### src/rtl/asp_pkg.sv
package asp_pkg;
  // Strobes from the line controller to the datapath, all valid for one clk.
  typedef struct packed {
    logic restart;   // control word written: restart framing
    logic launch;    // edge on which outgoing bits change
    logic capture;   // edge on which line bits are sampled
    logic wsChan;    // current channel on the line: 0 first, 1 second
    logic sdBit;     // data line value to sample
  } asp_strobe_t;
endpackage

### src/rtl/asp_ctrl.sv
module asp_ctrl
  import asp_pkg::*;
#(
  parameter int WORD_W      = 16,
  parameter int SYNC_STAGES = 2
) (
  input  logic        clk,
  input  logic        rstN,
  input  logic        ctrlWe,
  input  logic [15:0] ctrlWdata,
  output logic [15:0] ctrlQ,
  input  logic        sckIn,
  input  logic        wsIn,
  input  logic        sdIn,
  output logic        sckOut,
  output logic        sckOe,
  output logic        wsOut,
  output logic        wsOe,
  output logic        sdOe,
  output logic        txMode,
  output logic        cfgErr,
  output asp_strobe_t stb
);
  localparam int BIT_W    = $clog2(WORD_W);
  localparam int HALF_W   = 4;
  localparam int MIN_HALF = 2;
  localparam int LINES    = 3;

  logic [15:0] ctrlReg;
  logic sckDrive, wsDrive, sckPol, wsPol;
  logic [HALF_W-1:0] halfField, halfEff;
  logic legal, master, slave;

  always_ff @(posedge clk) begin
    if (!rstN)       ctrlReg <= '0;
    else if (ctrlWe) ctrlReg <= ctrlWdata;
  end

  assign ctrlQ     = ctrlReg;
  assign sckDrive  = ctrlReg[15];
  assign wsDrive   = ctrlReg[14];
  assign sckPol    = ctrlReg[13];
  assign wsPol     = ctrlReg[12];
  assign halfField = ctrlReg[11:8];
  assign txMode    = ctrlReg[0];
  assign legal     = (sckDrive == wsDrive);
  assign master    = legal && sckDrive;
  assign slave     = legal && !sckDrive;
  assign halfEff   = (halfField < HALF_W'(MIN_HALF)) ? HALF_W'(MIN_HALF) : halfField;

  always_ff @(posedge clk) begin
    if (!rstN)       cfgErr <= 1'b0;
    else if (!legal) cfgErr <= 1'b1;
  end

  // Master clock and word-select generation
  logic [HALF_W-1:0] halfCnt;
  logic [BIT_W-1:0]  bitCnt;
  logic sckM, wsChanM, tick, mLaunch, mCapture;

  assign tick     = master && !ctrlWe && (halfCnt == halfEff - 1'b1);
  assign mLaunch  = tick && ((~sckM) == sckPol);
  assign mCapture = tick && ((~sckM) != sckPol);

  always_ff @(posedge clk) begin
    if (!rstN || ctrlWe || !master) begin
      halfCnt <= '0;
      bitCnt  <= '0;
      sckM    <= 1'b0;
      wsChanM <= 1'b0;
    end else begin
      if (tick) begin
        halfCnt <= '0;
        sckM    <= ~sckM;
      end else begin
        halfCnt <= halfCnt + 1'b1;
      end
      if (mLaunch) begin
        if (bitCnt == BIT_W'(WORD_W - 1)) begin
          bitCnt  <= '0;
          wsChanM <= ~wsChanM;
        end else begin
          bitCnt <= bitCnt + 1'b1;
        end
      end
    end
  end

  // Slave line synchronizers, one chain per line
  logic [LINES-1:0] rawLines, syncLines;
  assign rawLines = {sckIn, wsIn, sdIn};

  genvar g;
  generate
    for (g = 0; g < LINES; g++) begin : g_sync
      logic [SYNC_STAGES-1:0] chain;
      always_ff @(posedge clk) begin
        if (!rstN) chain <= '0;
        else       chain <= {chain[SYNC_STAGES-2:0], rawLines[g]};
      end
      assign syncLines[g] = chain[SYNC_STAGES-1];
    end
  endgenerate

  logic sckS, wsS, sdS, sckPrev, sEdge, sLaunch, sCapture;
  assign {sckS, wsS, sdS} = syncLines;

  always_ff @(posedge clk) begin
    if (!rstN) sckPrev <= 1'b0;
    else       sckPrev <= sckS;
  end

  assign sEdge    = slave && !ctrlWe && (sckS != sckPrev);
  assign sLaunch  = sEdge && (sckS == sckPol);
  assign sCapture = sEdge && (sckS != sckPol);

  always_comb begin
    stb.restart = ctrlWe;
    stb.launch  = mLaunch | sLaunch;
    stb.capture = mCapture | sCapture;
    stb.wsChan  = master ? wsChanM : (wsS ^ wsPol);
    stb.sdBit   = master ? sdIn : sdS;
  end

  assign sckOut = sckM;
  assign wsOut  = wsChanM ^ wsPol;
  assign sckOe  = master;
  assign wsOe   = master;
  assign sdOe   = legal && txMode;
endmodule

### src/rtl/asp_datapath.sv
module asp_datapath
  import asp_pkg::*;
#(
  parameter int WORD_W = 16
) (
  input  logic              clk,
  input  logic              rstN,
  input  asp_strobe_t       stb,
  input  logic              txMode,
  input  logic              txValid,
  output logic              txReady,
  input  logic [WORD_W-1:0] txLeft,
  input  logic [WORD_W-1:0] txRight,
  output logic              rxValid,
  output logic [WORD_W-1:0] rxLeft,
  output logic [WORD_W-1:0] rxRight,
  output logic              sdOut,
  output logic              underrun
);
  logic wsPrev, wsPrevOk, wsChange;
  logic [WORD_W-2:0] rxSr;
  logic [WORD_W-1:0] wordIn, firstWord;
  logic haveFirst;

  assign wsChange = stb.capture && wsPrevOk && (stb.wsChan != wsPrev);
  assign wordIn   = {rxSr, stb.sdBit};

  // Receive side and framing
  always_ff @(posedge clk) begin
    if (!rstN) begin
      wsPrev    <= 1'b0;
      wsPrevOk  <= 1'b0;
      rxSr      <= '0;
      firstWord <= '0;
      haveFirst <= 1'b0;
      rxLeft    <= '0;
      rxRight   <= '0;
      rxValid   <= 1'b0;
    end else begin
      rxValid <= 1'b0;
      if (stb.restart) begin
        wsPrevOk  <= 1'b0;
        haveFirst <= 1'b0;
      end else if (stb.capture) begin
        rxSr     <= wordIn[WORD_W-2:0];
        wsPrev   <= stb.wsChan;
        wsPrevOk <= 1'b1;
        if (wsChange && !txMode) begin
          if (stb.wsChan) begin
            firstWord <= wordIn;
            haveFirst <= 1'b1;
          end else if (haveFirst) begin
            rxLeft    <= firstWord;
            rxRight   <= wordIn;
            rxValid   <= 1'b1;
            haveFirst <= 1'b0;
          end
        end
      end
    end
  end

  // Transmit holding register
  logic holdFull, accept, intoFirst;
  logic [WORD_W-1:0] holdL, holdR, activeR, txSr;
  logic sdOutR;

  assign txReady   = !holdFull;
  assign accept    = txValid && !holdFull;
  assign intoFirst = wsChange && txMode && !stb.wsChan;

  always_ff @(posedge clk) begin
    if (!rstN) begin
      holdFull <= 1'b0;
      holdL    <= '0;
      holdR    <= '0;
    end else if (accept) begin
      holdFull <= 1'b1;
      holdL    <= txLeft;
      holdR    <= txRight;
    end else if (intoFirst) begin
      holdFull <= 1'b0;
    end
  end

  // Transmit shifter
  always_ff @(posedge clk) begin
    if (!rstN || stb.restart) begin
      txSr     <= '0;
      activeR  <= '0;
      sdOutR   <= 1'b0;
      underrun <= 1'b0;
    end else if (wsChange && txMode) begin
      if (!stb.wsChan) begin
        if (holdFull) begin
          txSr    <= holdL;
          activeR <= holdR;
        end else begin
          txSr     <= '0;
          activeR  <= '0;
          underrun <= 1'b1;
        end
      end else begin
        txSr <= activeR;
      end
    end else if (stb.launch && txMode) begin
      sdOutR <= txSr[WORD_W-1];
      txSr   <= {txSr[WORD_W-2:0], 1'b0};
    end
  end

  assign sdOut = sdOutR;
endmodule

### src/rtl/audio_serial_port.sv
module audio_serial_port
  import asp_pkg::*;
#(
  parameter int WORD_W      = 16,
  parameter int SYNC_STAGES = 2
) (
  input  logic              clk,
  input  logic              rstN,
  input  logic              ctrlWe,
  input  logic [15:0]       ctrlWdata,
  output logic [15:0]       ctrlQ,
  input  logic              sckIn,
  output logic              sckOut,
  output logic              sckOe,
  input  logic              wsIn,
  output logic              wsOut,
  output logic              wsOe,
  input  logic              sdIn,
  output logic              sdOut,
  output logic              sdOe,
  input  logic              txValid,
  output logic              txReady,
  input  logic [WORD_W-1:0] txLeft,
  input  logic [WORD_W-1:0] txRight,
  output logic              rxValid,
  output logic [WORD_W-1:0] rxLeft,
  output logic [WORD_W-1:0] rxRight,
  output logic              underrun,
  output logic              cfgErr
);
  asp_strobe_t stb;
  logic txMode;

  asp_ctrl #(.WORD_W(WORD_W), .SYNC_STAGES(SYNC_STAGES)) ctrl_i (
    .clk(clk), .rstN(rstN), .ctrlWe(ctrlWe), .ctrlWdata(ctrlWdata), .ctrlQ(ctrlQ),
    .sckIn(sckIn), .wsIn(wsIn), .sdIn(sdIn),
    .sckOut(sckOut), .sckOe(sckOe), .wsOut(wsOut), .wsOe(wsOe), .sdOe(sdOe),
    .txMode(txMode), .cfgErr(cfgErr), .stb(stb)
  );

  asp_datapath #(.WORD_W(WORD_W)) dp_i (
    .clk(clk), .rstN(rstN), .stb(stb), .txMode(txMode),
    .txValid(txValid), .txReady(txReady), .txLeft(txLeft), .txRight(txRight),
    .rxValid(rxValid), .rxLeft(rxLeft), .rxRight(rxRight),
    .sdOut(sdOut), .underrun(underrun)
  );
endmodule

### config.mk
export PLATFORM = sky130hd
export DESIGN_NAME = audio_serial_port
export DESIGN_NICKNAME = d
export VERILOG_FILES = /design/src/rtl/asp_pkg.sv /design/src/rtl/asp_ctrl.sv /design/src/rtl/asp_datapath.sv /design/src/rtl/audio_serial_port.sv
export SDC_FILE = /design/constraint.sdc
export NUM_CORES = 1
export LEC_CHECK = 0
export ABC_AREA = 1
export BUFFER_PORTS_ARGS = -buffer_cell sky130_fd_sc_hd__buf_2
export CAP_MARGIN = 10
export CORE_ASPECT_RATIO = 0.5
export CORE_MARGIN = 2
export CORE_UTILIZATION = 56
export DETAILED_ROUTE_END_ITERATION = 10
export GPL_ROUTABILITY_DRIVEN = 0
export PLACE_DENSITY = 0.79
export SYNTH_ARGS = -nofsm -noshare
export SYNTH_HDL_FRONTEND = slang
export SYNTH_SLANG_ARGS = --single-unit
### constraint.sdc
create_clock -name clk -period 2.55 [get_ports clk]
set_input_delay 0.1275 -clock clk [delete_from_list [all_inputs] [get_ports clk]]
set_output_delay 0.1275 -clock clk [all_outputs]
set_load 0.03 [all_outputs]
* Yosys cells after proc, flatten, opt, wreduce, memory -nomap -nowiden
Cells that the tools add are included.
Word-level totals: register bits after elaboration 168, input port bits 55, output and inout port bits 58, logic and storage cells 104
Operators by class: add/sub/neg operators 3, magnitude comparators 1, equal/unequal tests 9, muxes and demuxes 13, bitwise operators 13, reduce and logical (&&, ||, !) cells 40
Operators with widths (count):
- 16-bit two-way mux | 5
- 1-bit logical AND | 18
- 2-bit AND reduction | 5
- 1-bit inverter | 9
- 4-bit by 1-bit adder with 4-bit output, second input constant | 2
- 4-bit two-way mux | 2
- 1-bit zero test | 7
- 1-bit two-way mux | 6
- 5-bit AND reduction | 1
- 5-bit OR reduction | 1
- 4-bit equality test | 1
- 4-bit equality test, second input constant | 1
- 4-bit by 2-bit < comparator with 1-bit output, second input constant | 1
- 1-bit != test | 4
- 4-bit AND reduction | 1
- 2-bit nonzero test | 2
- 2-bit OR reduction | 2
- 4-bit by 1-bit subtractor with 4-bit output, second input constant | 1
- 1-bit equality test | 3
- 3-bit AND reduction | 1
- 1-bit logical OR | 2
- 1-bit OR | 2
- 1-bit XOR | 2

* Logic depth before layout (Yosys ltp)
Gate-level depths: netlist (run 1).
word-level depth 13, mapped depth 19, mapped depth without buffers 17

* By module
Synthesis (run 1) repeated with hierarchy kept, for this count alone.
Second synthesis, totals: cells, all modules 967, area total of the unflattened synthesis 6996.7 um^2
By module, submodules not included:
- asp_datapath | instances 1, cells each 771, area an instance 5467.7 um^2, sequential area each 2682.6 um^2
- asp_ctrl | instances 1, cells each 196, area an instance 1529.0 um^2, sequential area each 680.7 um^2

* Worst setup path after synthesis (run 1)
OpenSTA, ideal clock, no wires.
path type register to register, from register ctrl_i.ctrlReg[9], in the netlist ctrl_i.ctrlQ[9], to register dp_i.rxLeft[6], setup time 0.119 ns, data arrival time 2.297 ns, required time 2.431 ns, setup slack 0.134 ns, stages on the path, launching flop included 18, path buffers 2, clock period less this slack 2.416 ns, cells stage by stage dfxtp_1 -> inv_1 -> nand2_2 -> nand2_2 -> ha_1 -> inv_1 -> nand2_1 -> nand2_1 -> nor2_1 -> nand3_1 -> nor2_4 -> nand3_1 -> nand2_4 -> nand3_1 -> buf_2 -> buf_2 -> o21ai_1 -> a21oi_1
Between the ends: word-level cells in the longest chain between the ends 11
RTL lines:
- from (decl) | line asp_ctrl.sv:29 | logic [15:0] ctrlReg;
- from (signal assigned) | line asp_ctrl.sv:36 | else if (ctrlWe) ctrlReg <= ctrlWdata;
- 4-bit by 2-bit < comparator with 1-bit output | line asp_ctrl.sv:49 | assign halfEff = (halfField < HALF_W'(MIN_HALF)) ? HALF_W'(MIN_HALF) : halfField;
- 4-bit two-way mux * | line asp_ctrl.sv:49
- 4-bit by 1-bit subtractor with 4-bit output * | line asp_ctrl.sv:61 | assign tick = master && !ctrlWe && (halfCnt == halfEff - 1'b1);
- 4-bit equality test * | line asp_ctrl.sv:61
- 1-bit logical AND * | line asp_ctrl.sv:61
- 1-bit logical AND * | line asp_ctrl.sv:63 | assign mCapture = tick && ((~sckM) != sckPol);
- 1-bit OR * | line asp_ctrl.sv:120 | stb.capture = mCapture | sCapture;
- 1-bit logical AND (2 in series) | line asp_datapath.sv:25 | assign wsChange = stb.capture && wsPrevOk && (stb.wsChan != wsPrev);
- 1-bit logical AND | line asp_datapath.sv:48 | if (wsChange && !txMode) begin
- 5-bit AND reduction (no source line) *
- to (signal assigned) | line asp_datapath.sv:53 | rxLeft <= firstWord;
- to (decl) | line asp_datapath.sv:15 | output logic [WORD_W-1:0] rxLeft,
Every way passes the cells marked *; elsewhere a longest branch is shown, timed or not. A chain may end at the register's enable or synchronous reset.

* Worst setup path after layout (run 1)
from register ctrl_i.ctrlReg[14], in the netlist ctrl_i.ctrlQ[14], to register dp_i.rxRight[3]
Between the ends: word-level cells in the longest chain between the ends 10, elaborated cells on any way between the ends 17, those cells by class eq/ne (2); mux (1); bitwise (2); reduce/logical (12)
RTL lines:
- 1-bit equality test * | line asp_ctrl.sv:46 | assign legal = (sckDrive == wsDrive);
- 1-bit logical AND (on tied branches) | line asp_ctrl.sv:47, asp_ctrl.sv:48
- 1-bit logical AND (on tied branches) (2 in series) | line asp_ctrl.sv:61, asp_ctrl.sv:113
- 1-bit logical AND (on tied branches) | line asp_ctrl.sv:63, asp_ctrl.sv:115
- 1-bit OR | line asp_ctrl.sv:120
- 1-bit logical AND (2 in series) | line asp_datapath.sv:25
- 1-bit logical AND | line asp_datapath.sv:48
- 5-bit AND reduction (no source line) *
- to (signal assigned) | line asp_datapath.sv:54 | rxRight <= wordIn;
- to (decl) | line asp_datapath.sv:16 | output logic [WORD_W-1:0] rxRight,
Marks and branches as above.

==> results by group, run 1 <==
Global route
  – Congestion Overflow GR: 0
  – Total global-route track usage: 26.22%
  – Number of global-route vias before repair: between 5000 and 6000
  – First-pass GRT wire length: 27.73 mm
  – Largest net degree at the start of global routing: between 60 and 70
  – Antenna violations before repair: 0

STA
  – Max Slew Vio Count: 0
  – Final setup fails: 0
  – Setup TNS: 0 ns
  – Slew at the pin with the worst max-slew slack: between 0.9 and 1 ns
  – Hold_ws: between 0.006 and 0.007 ns
  – Min Tclk post-route: 2.353 ns
  – Clk_skew: 0.009276 ns
  – Rel. slew slack: 38.57%
  – Period utilization: a little over 90%
  – Fmax: between 0.4 and 0.5 GHz
  – Hold Fails Final Rpt: 0

Clocking
  – Clk buf depth: 2
  – CTS buffer count: 17
  – Sink Count: about 170
  – CTS tree: built
  – Clk Latency, worst-skew pair: approximately 0.43 ns
  – Htree depth: 4
  – Clock transition at path regs: 0.07 ns
  – Root Buffer Master: clkbuf_16

Synth
  – Library cells used by synthesis: 32
  – Synth Area in Compound Gates: 13.48%
  – Xor/xnor share of the synthesized area: 0.8869%
  – Largest family of logic cells by synthesized area: simple AND/OR/NAND/NOR gates
  – Mean Syn Cell Area: approximately 7.4 µm²
  – Yosys Warn Count: 0
  – Simple-gate portion of the synthesized area: approximately a quarter
  – Cells after synthesis: about 940
  – Synth async-reset ratio: 0%
  – Post-Synth Adder-Cell Area: less than 1%
  – Mapped cell area: ~6900 µm²
  – Yosys reg bits: 168
  – Post-Syn Nets: between 900 and 1000
  – Post-synth EDFFs: 0
  – Seq/Total Area, Yosys: slightly below 50%
  – Primary FF master, synth: dfxtp_1
  – Mux share of post-synthesis cell area: 0%

Worst setup path
  – Startpoint Class: register
  – Crit-path max FO: 64
  – Critical Path End Type: register
  – Critical Path End: dp_i.rxRight[3]
  – Critical setup path kind: reg -> reg
  – Reg-to-reg slack, setup: 0.20 ns
  – Worst Reg2Reg Path Length in Cells: 11
  – Reg-to-Reg End: dp_i.rxRight[3]
  – Critical Path AT: between 2 and 3 ns
  – CP Data Required Time: 2.87 ns
  – Launching point of the worst reg2reg path: ctrl_i.ctrlQ[14]
  – CP Launch Point: ctrl_i.ctrlQ[14]

Cells and area
  – Share of layout cells above drive strength 1: between 10% and 20%
  – Syn-to-layout area delta: 25.43%
  – Core Util, Final: a little over 70%
  – Fin cells: roughly 1300
  – Ant diodes: 0
  – Most frequent cells in the layout: nand2_1 (165), dfxtp_1 (165), nor2_1 (137)
  – # nets final: 1142

Routing
  – DR WL/cell: 13.68 µm
  – Via count: 6590
  – Final wirelength: between 15 and 20 mm
  – Vias per cell: roughly 5.2
  – DRT Pass-1 Iters: 5
  – Detail Route Antenna Nets: 0
  – DRC violations left: 0
  – Initial drt markers: 560

Place
  – Dpl cells: 1174
  – Port Buf Inserts: approximately 110
  – Final HPWL DP: 10.29 mm

Status
  – Status: complete, no violations

Floorplan
  – Rows: 28
  – Die width: ~160 µm
  – Overall die area: about 13000 µm²
  – Die span in y: 82.57 µm
  – Core area: between 10000 and 15000 µm²
  – Initial Util: between 50% and 60%
  – # IOs: around 110

Power
  – Post-layout total power: between 5 and 6 mW
  – Worst vdd ir: ~0.00044 V
  – Leakage: a little under 4 nW
  – Total power per unit cell area: between 600 and 700 nW/µm²

Job
  – Maxcap violations: 0

Worst hold path
  – Hold WC Path Type: in -> reg
-- worst min-delay path by stage --
stage	to	cells past startpoint	startpoint	slack (ns)
after floorplan	ctrl_i.g_sync[0].chain[0]	2	sdIn	0.23
after global placement	ctrl_i.g_sync[2].chain[0]	3	sckIn	0.32
after detailed placement	ctrl_i.g_sync[2].chain[0]	3	sckIn	0.32
after CTS	dp_i.holdL[9]	3	txLeft[9]	0.01
after global routing	dp_i.holdL[9]	3	txLeft[9]	0.01
final	dp_i.holdL[9]	3	txLeft[9]	0.006
-- cell type report --
cell class / count / area [µm²]
Inverter: 110 / 419.2
Sequential cell: 168 / 3367
Timing Repair Buffer: 182 / 1252
Multi-Input combinational cell: 603 / 2843
Clock inverter: 15 / 157.7
Tap cell: 165 / 206.4
Clock buffer: 17 / 425.4
Fill cell: 906 / 3241
-- synthesized netlist by cell type (2+ instances only) --
library cell	number	area (µm²)
xnor2_1	3	26.28
clkinv_2	2	10.01
a21oi_1	74	370.4
buf_6	7	78.83
inv_1	105	394.1
nand4_4	2	42.54
o21ai_1	12	60.06
nor3_1	2	10.01
nand2_1	165	619.3
ha_1	5	62.56
dfxtp_1	168	3363
buf_2	12	60.06
xor2_1	4	35.03
nand2_2	2	12.51
inv_2	3	11.26
nand2_4	3	33.78
o21ai_0	94	470.5
nor2_1	138	518.0
nand4_1	17	106.4
buf_4	5	37.54
nor2_4	2	22.52
nand3_1	71	355.3
clkbuf_1	34	127.6
-- through the flow --
stage / setup slack, ns / cell area [µm²]
floorplan: 0.1341 / 6913
global placement: 0.2197 / 7513
detailed placement: 0.1415 / 7513
CTS: 0.1223 / 8597
global route: -0.01533 / 8671
finish: 0.1970 / 8671
-- kinds of logic after synthesis --
family,Yosys count
AOI/OAI and AO/OA,183
adders and majority gates,5
and+or+nand+nor,408
DFF,168
xor gates and xnor gates,7
buffers and inverters,168
-- sequential cells by signal, summed over array words and instances, names as in the netlist, 4 cells and up --
name	cells
dp_i.holdL	16
dp_i.firstWord	16
dp_i.rxLeft	16
dp_i.holdR	16
dp_i.rxRight	16
ctrl_i.halfCnt	4
ctrl_i.bitCnt	4
ctrl_i.ctrlQ	16
dp_i.rxSr	15
dp_i.activeR	16
dp_i.txSr	16
ctrl_i.g_sync.chain	6
-- power breakdown --
part / leakage [nW] / switching [mW] / internal (mW)
Combinational: 2.29 / 0.310 / 0.189
Clock: 0.277 / 1.22 / 1.31
Sequential: 1.37 / 0.0503 / 2.70
-- repair_timing --
item,4_1_cts,5_1_grt
resized for setup,0,10
setup buffers,0,4
endpoints found under the setup margin,0,65
hold buffers,50,0
hold endpoints to repair,50,0
-- layer usage --
metal	track usage [%]	routed length, µm	vias to the layer above
met3	4.246	927	34
met1	31.82	7554	3059
met5	0	0	-
li1	-	-	3277
met2	48.07	8392	220
met4	10.09	361	0
-- worst max-delay path, cell delays in order, from the launching register on --
cell and delay (ns):
dfxtp_1 0.40, ha_1 0.28, inv_1 0.08, nand2_1 0.11, nand2_4 0.07, inv_2 0.21
nor2_1 0.11, nor2_4 0.32, nand3_2 0.16, buf_12 0.22, o21ai_0 0.21, a21oi_1 0.06
Note: power is estimated with default switching activity, not from simulation.
==> inputs of run 2 (changes only) <==
Settings changed: ABC_CLOCK_PERIOD_IN_PS set to 2400.
Clock period 2.55 ns to 2.4 ns, I/O delays scaled along.
==> run 2 against run 1 <==
Effect of this change: the flow now finishes with violations (negative setup slack); count of clock-buffer cells in the layout is the same; via count grew 4.6%; sequential cell count is the same; power grew 7.9%; largest power group unchanged.
==> results by group, run 2 (synthesis results as in run 1) <==
STA
  – Min Tclk post-route: ~2.5 ns
  – RSZ-0062 raised after global routing: yes
  – Period utilization: 103.5%
  – Max Slew Vio Count: 0
  – Hold Fails Final Rpt: 0
  – Fin worst setup slack: -0.08350 ns
  – Fmax: 0.4027 GHz
  – Hold_ws: around 0.027 ns
  – Setup TNS: -1.805 ns
  – Final setup fails: 55
  – Slew at the pin with the worst max-slew slack: 0.9084 ns
  – Rel. slew slack: approximately two fifths
  – Clk_skew: 0.01135 ns

Cells and area
  – Most frequent cells in the layout: dfxtp_1 (165), nor2_1 (134), nand2_1 (133)
  – Most common cell after layout, fill and taps aside: dfxtp_1
  – Share of layout cells above drive strength 1: roughly a quarter
  – Ant diodes: 0
  – Syn-to-layout area delta: 35.02%
  – Fillers: slightly below 800
  – # nets final: ~1200

Worst setup path
  – Crit path max-delay family: simple AND/OR/NAND/NOR gates
  – Crit path cell chain: nor2_4 > nand2_2 > nand2_4 > ha_4 > inv_2 > nand2_2 > nand2_1 > nor2_1 > nand3_1 > nor2_4 > nand3_2 > nand2_4 > buf_6 > nand4_4 > clkbuf_16 > nand2_1 > a21oi_1
  – Launching point of the worst reg2reg path: ctrl_i.ctrlQ[10]
  – Buf+Inv Stages, Crit Path: 3
  – CP Data Required Time: ~2.7 ns
  – Startpoint Class: register
  – Critical setup path kind: reg -> reg
  – Reg-to-Reg End: dp_i.firstWord[2]
  – CP max stage delay: between 0.3 and 0.4 ns
  – Reg-to-reg slack, setup: -0.08 ns
  – CP max stage cell: dfxtp_4
  – Critical Path AT: roughly 2.8 ns
  – Crit-path max FO: 8
  – Critical Path End Type: register
  – Worst Reg2Reg Path Length in Cells: 17

Power
  – Switching Fraction: roughly 28%
  – Flop pwr share: between 40% and 50%
  – Post-layout total power: 6.233 mW
  – NetSw: around 1.7 mW
  – Internal power: 4.493 mW
  – Comb pwr share: ~9.2%
  – Total power per unit cell area: 667.8 nW/µm²
  – Worst vdd ir: roughly 0.00055 V
  – Clk pwr share: 44.0%
  – Leakage: ~4.2 nW

Floorplan
  – Initial Util: just under 60%
  – Overall die area: between 10000 and 15000 µm²
  – Rows: 28
  – Core area: 11910 µm²
  – Die span in y: 82.57 µm
  – # IOs: 113
  – Die width: between 150 and 200 µm

Clocking
  – Clock transition at path regs: ~0.07 ns
  – Clk Latency, worst-skew pair: 0.43 ns
  – CTS buffer count: 17
  – CTS tree: built
  – Sink Count: ~170
  – Root Buffer Master: clkbuf_16
  – Clk buf depth: 2
  – Htree depth: 4

Global route
  – M1 GR Usage: between 30% and 40%
  – First-pass GRT wire length: about 28 mm
  – Largest net degree at the start of global routing: 104
  – Total global-route track usage: a little over a quarter
  – Number of global-route vias before repair: around 6000
  – GR Layer Usage met3: 4.695%
  – Antenna violations before repair: 0
  – Grt met2 use: ~47%
  – Busiest grt layer: met2
  – Congestion Overflow GR: 0

Routing
  – DR WL/cell: between 15 and 20 µm
  – DRT Pass-1 Iters: 5
  – Detail Route Antenna Nets: 0
  – Via count: between 6000 and 7000
  – Initial drt markers: between 600 and 700
  – Final wirelength: slightly below 20 mm
  – DRC violations left: 0
  – Vias per cell: about 5.4

Place
  – Port Buf Inserts: 112
  – Final HPWL DP: between 10 and 15 mm

Worst hold path
  – Beginning of the worst hold path: ctrlWdata[10]
  – Hold Crit Depth: 3
  – Hold Path End: ctrl_i.ctrlQ[10]
  – Hold WC Path Type: in -> reg

Status
  – Failing checks: negative setup slack
  – Status: finished, violations left

Job
  – Maxcap violations: 0
[run 2: changes by cell type in the layout (fill, tap and decap cells not counted), moves of 5 or more]
cell	delta
nand2_1	-32
nand3_1	-27
nand3_2	+26
nand2_2	+24
o21ai_0	-19
o21ai_1	+15
inv_1	-8
inv_2	+7
nand2_4	+7
a21oi_1	-5
a21oi_2	+5
clkbuf_16	+5
[run 2: cell type report]
cell class / instances / area [µm²] / area share (%)
Clock buffer: 17 / 425.4 / 4.558
Clock inverter: 15 / 173.9 / 1.863
Inverter: 110 / 431.7 / 4.625
Multi-Input combinational cell: 604 / 3191 / 34.18
Sequential cell: 168 / 3369 / 36.10
Tap cell: 165 / 206.4 / 2.212
Timing Repair Buffer: 197 / 1510 / 16.18
Timing Repair inverter: 4 / 26.28 / 0.2815
[run 2: worst max-delay path by stage]
stage | start | endpoint | slack [ns] | depth (start not counted)
after CTS | ctrl_i.ctrlQ[9] | dp_i.txSr[11] | 0.02 | 18
after detailed placement | ctrl_i.ctrlQ[10] | dp_i.txSr[14] | 0.05 | 18
after floorplan | ctrl_i.ctrlQ[11] | dp_i.rxLeft[6] | 0.01 | 17
after global routing | ctrl_i.ctrlQ[10] | dp_i.txSr[3] | -0.21 | 19
after global placement | ctrl_i.ctrlQ[10] | dp_i.txSr[5] | 0.14 | 17
final | ctrl_i.ctrlQ[10] | dp_i.firstWord[2] | -0.08 | 17
[run 2: through the flow]
stage	instances	utilization [%]	worst slack (ns)	instance area, µm²
after global placement	1177	63.39	0.1449	7551
final	1280	78.36	-0.08350	9334
after detailed placement	1177	63.39	0.04622	7551
after CTS	1259	72.63	0.01505	8651
after floorplan	939	-	0.01123	6915
after global routing	1280	78.36	-0.2128	9334
[run 2: per-layer routing]
| metal | wire (µm) | part of all wire [%] |
|---|---|---|
| met2 | 9927 | 50 |
| met5 | 0 | 0 |
| met1 | 8100 | 41 |
| met4 | 539 | 2.7 |
| met3 | 1264 | 6.4 |
[run 2: timing repair]
| item | CTS | global route |
|---|---|---|
| hold endpoints to repair | 50 | 0 |
| setup endpoints to repair | 0 | 60 |
| resized for setup | 0 | 135 |
| hold buffers | 50 | 0 |
| setup buffers | 0 | 10 |
[run 2: power by group through the flow]
stage	clock, mW	combinational (mW)	sequential, mW
final	2.74	0.571	2.92
after global routing	2.88	0.624	2.93
after CTS	2.75	0.519	2.91
after detailed placement	0	0.455	2.98
after global placement	0	0.444	2.98
after floorplan	0	0.278	3.00
[run 2: tightest hold or removal path, stage by stage]
cell     delay (ns)
buf_2          0.07
o21ai_0        0.09
a21oi_1        0.13
==> inputs of run 3 (changes only) <==
Settings changed: CORE_UTILIZATION 56 to 40, PLACE_DENSITY 0.79 to unset.
==> run 3 against run 2 <==
Effect of this change: the run now ends clean; clock power grew 7.7%; via count fell by 7.7%; sequential power barely moved; critical path depth is 1 higher; register-to-register slack gained 0.10 ns; global-route usage is 7.0 points lower; critical path type unchanged; largest cell class unchanged; highest routed layer unchanged.
==> results by group, run 3 (synthesis results as in run 1) <==
Global route
  – Largest net degree at the start of global routing: ~100
  – Antenna violations before repair: 0
  – Total global-route track usage: approximately 19%
  – First-pass GRT wire length: between 20 and 30 mm
  – Congestion Overflow GR: 0
  – Number of global-route vias before repair: 6104

Clocking
  – Clk buf depth: 2
  – CTS tree: built
  – Clk Latency, worst-skew pair: roughly 0.43 ns
  – CTS buffer count: 17
  – Clock transition at path regs: approximately 0.07 ns
  – Sink Count: 168
  – Htree depth: 4
  – Root Buffer Master: clkbuf_16

Floorplan
  – Rows: 33
  – Core area: 16640 µm²
  – Die span in y: about 97 µm
  – Overall die area: between 15000 and 20000 µm²
  – Die width: 189.9 µm
  – # IOs: between 100 and 150
  – Initial Util: about two fifths

Worst setup path
  – Crit-path max FO: 8
  – Critical Path AT: roughly 2.7 ns
  – Reg-to-reg slack, setup: approximately 0.020 ns
  – CP max stage cell: dfxtp_2
  – Critical Path End Type: register
  – Worst Reg2Reg Path Length in Cells: 18
  – Launching point of the worst reg2reg path: ctrl_i.ctrlQ[9]
  – CP Data Required Time: 2.73 ns
  – Critical setup path kind: reg -> reg
  – Most frequent CP cell: nand2_1
  – CP max stage delay: between 0.3 and 0.4 ns
  – Startpoint Class: register
  – Crit path cell chain: inv_1 > nand2_2 > nand2_4 > ha_4 > inv_2 > nand2_1 > nand2_1 > nor2_1 > nand3_1 > nor2_4 > nand3_2 > nand2_4 > buf_12 > nand3_4 > nand3_2 > nand3_1 > nand2_1 > inv_1
  – Reg-to-Reg End: dp_i.txSr[11]

Power
  – Internal power: between 4 and 5 mW
  – NetSw: roughly 1.6 mW
  – Total power per unit cell area: about 710 nW/µm²
  – Switching Fraction: between 20% and 30%
  – Comb pwr share: 8.5%
  – Leakage: roughly 4 nW
  – Worst vdd ir: around 0.00053 V
  – Flop pwr share: a little under half
  – Clk pwr share: approximately 46%

Routing
  – Via count: about 6400
  – Detail Route Antenna Nets: 0
  – DRC violations left: 0
  – Vias per cell: ~4.8
  – Final wirelength: 16.90 mm
  – DRT Pass-1 Iters: 4
  – Initial drt markers: 345
  – DR WL/cell: 12.67 µm

STA
  – Fin worst setup slack: roughly 0.020 ns
  – Period utilization: around 99%
  – Final setup fails: 0
  – Hold Fails Final Rpt: 0
  – Slew at the pin with the worst max-slew slack: roughly 0.84 ns
  – Max Slew Vio Count: 0
  – Min Tclk post-route: 2.380 ns
  – Clk_skew: approximately 0.0076 ns
  – RSZ-0062 raised after global routing: yes
  – Fmax: ~0.42 GHz
  – Rel. slew slack: between 40% and 50%

Cells and area
  – # nets final: 1155
  – Share of layout cells above drive strength 1: about 19%
  – Syn-to-layout area delta: 30.88%
  – Fin area: between 9000 and 10000 µm²
  – Most frequent cells in the layout: nand2_1 (165), dfxtp_1 (165), nor2_1 (136)
  – Ant diodes: 0

Status
  – Status: complete, no violations

Job
  – Maxcap violations: 0

Place
  – Pre-CTS setup slack: approximately 0.029 ns
  – Final HPWL DP: about 11 mm
  – Port Buf Inserts: roughly 110
  – Area of placed instances: ~7700 µm²

Worst hold path
  – Beginning of the worst hold path: txLeft[0]
  – Hold WC Path Type: in -> reg
  – Hold Path End: dp_i.holdL[0]
  – Hold Crit Depth: 3
## run 3: cell types whose count changed in the layout (fill, tap and decap cells not counted), sizes merged
cell      before  now
inv          120  111
clkinv         7    4
clkbuf        22   19
bufinv         0    4
buf          142  143
clkinvlp       2    4
## run 3: worst max-delay path, delay by kind of cell, from the launching register on
kind,cells,cell delay (ns)
buffers and inverters,4,0.30
adder cells (fa/ha/maj),1,0.27
AND/OR/NAND/NOR,13,1.35
flip-flops,1,0.34
## run 3: timing repair
item,in CTS,in global routing
gates cloned,1,1
endpoints found under the setup margin,1,98
endpoints found under the hold margin,50,0
resized for setup,0,45
setup buffers,0,7
pin swaps,0,10
hold buffers,50,0
## run 3: power groups by stage
| stage | sequential (mW) | clock [mW] | combinational, mW |
|---|---|---|---|
| floorplan | 3.00 | 0 | 0.278 |
| global placement | 2.98 | 0 | 0.459 |
| detailed placement | 2.98 | 0 | 0.467 |
| CTS | 2.92 | 3.01 | 0.530 |
| global route | 2.92 | 3.13 | 0.612 |
| finish | 2.92 | 2.95 | 0.548 |
## run 3: metal layers
layer,vias to the layer above,global-route usage [%],wire length (µm)
li1,3312,-,-
met1,2895,25.05,8177
met2,130,31.30,7740
met3,25,4.862,716
met4,0,6.142,262
met5,-,0,0
## run 3: how the worst max path moves through the flow
| stage | from | endpoint | slack (ns) | depth (start not counted) |
|---|---|---|---|---|
| after global routing | ctrl_i.ctrlQ[9] | dp_i.txSr[11] | -0.10 | 16 |
| after detailed placement | ctrl_i.ctrlQ[10] | dp_i.rxLeft[8] | 0.03 | 15 |
| after CTS | ctrl_i.ctrlQ[10] | dp_i.txSr[7] | 0.01 | 17 |
| after global placement | ctrl_i.ctrlQ[10] | dp_i.txSr[5] | 0.13 | 17 |
| final | ctrl_i.ctrlQ[9] | dp_i.txSr[11] | 0.02 | 18 |
| after floorplan | ctrl_i.ctrlQ[11] | dp_i.rxLeft[6] | 0.01 | 17 |
## run 3: area by class of cell
cell class / count / area (µm²)
Multi-Input combinational cell: 604 / 2938
Timing Repair Buffer: 194 / 1393
Clock buffer: 18 / 439.2
Inverter: 110 / 429.2
Sequential cell: 168 / 3369
Clock inverter: 13 / 195.2
Fill cell: 1592 / 7592
Tap cell: 227 / 284.0
## run 3: metrics by stage
stage | util (%) | std cells | setup TNS, ns | total power [mW] | hold slack (ns)
2_1_floorplan | - | 939 | 0 | 3.282 | 0.2176
4_1_cts | 53.03 | 1326 | 0 | 6.451 | 0.002689
6_report | 54.37 | 1334 | 0 | 6.415 | 0.01459
5_1_grt | 54.37 | 1334 | -1.980 | 6.666 | 0.01425
3_3_place_gp | 46.15 | 1244 | 0 | 3.435 | 0.3023
3_5_place_dp | 46.15 | 1244 | 0 | 3.445 | 0.3068
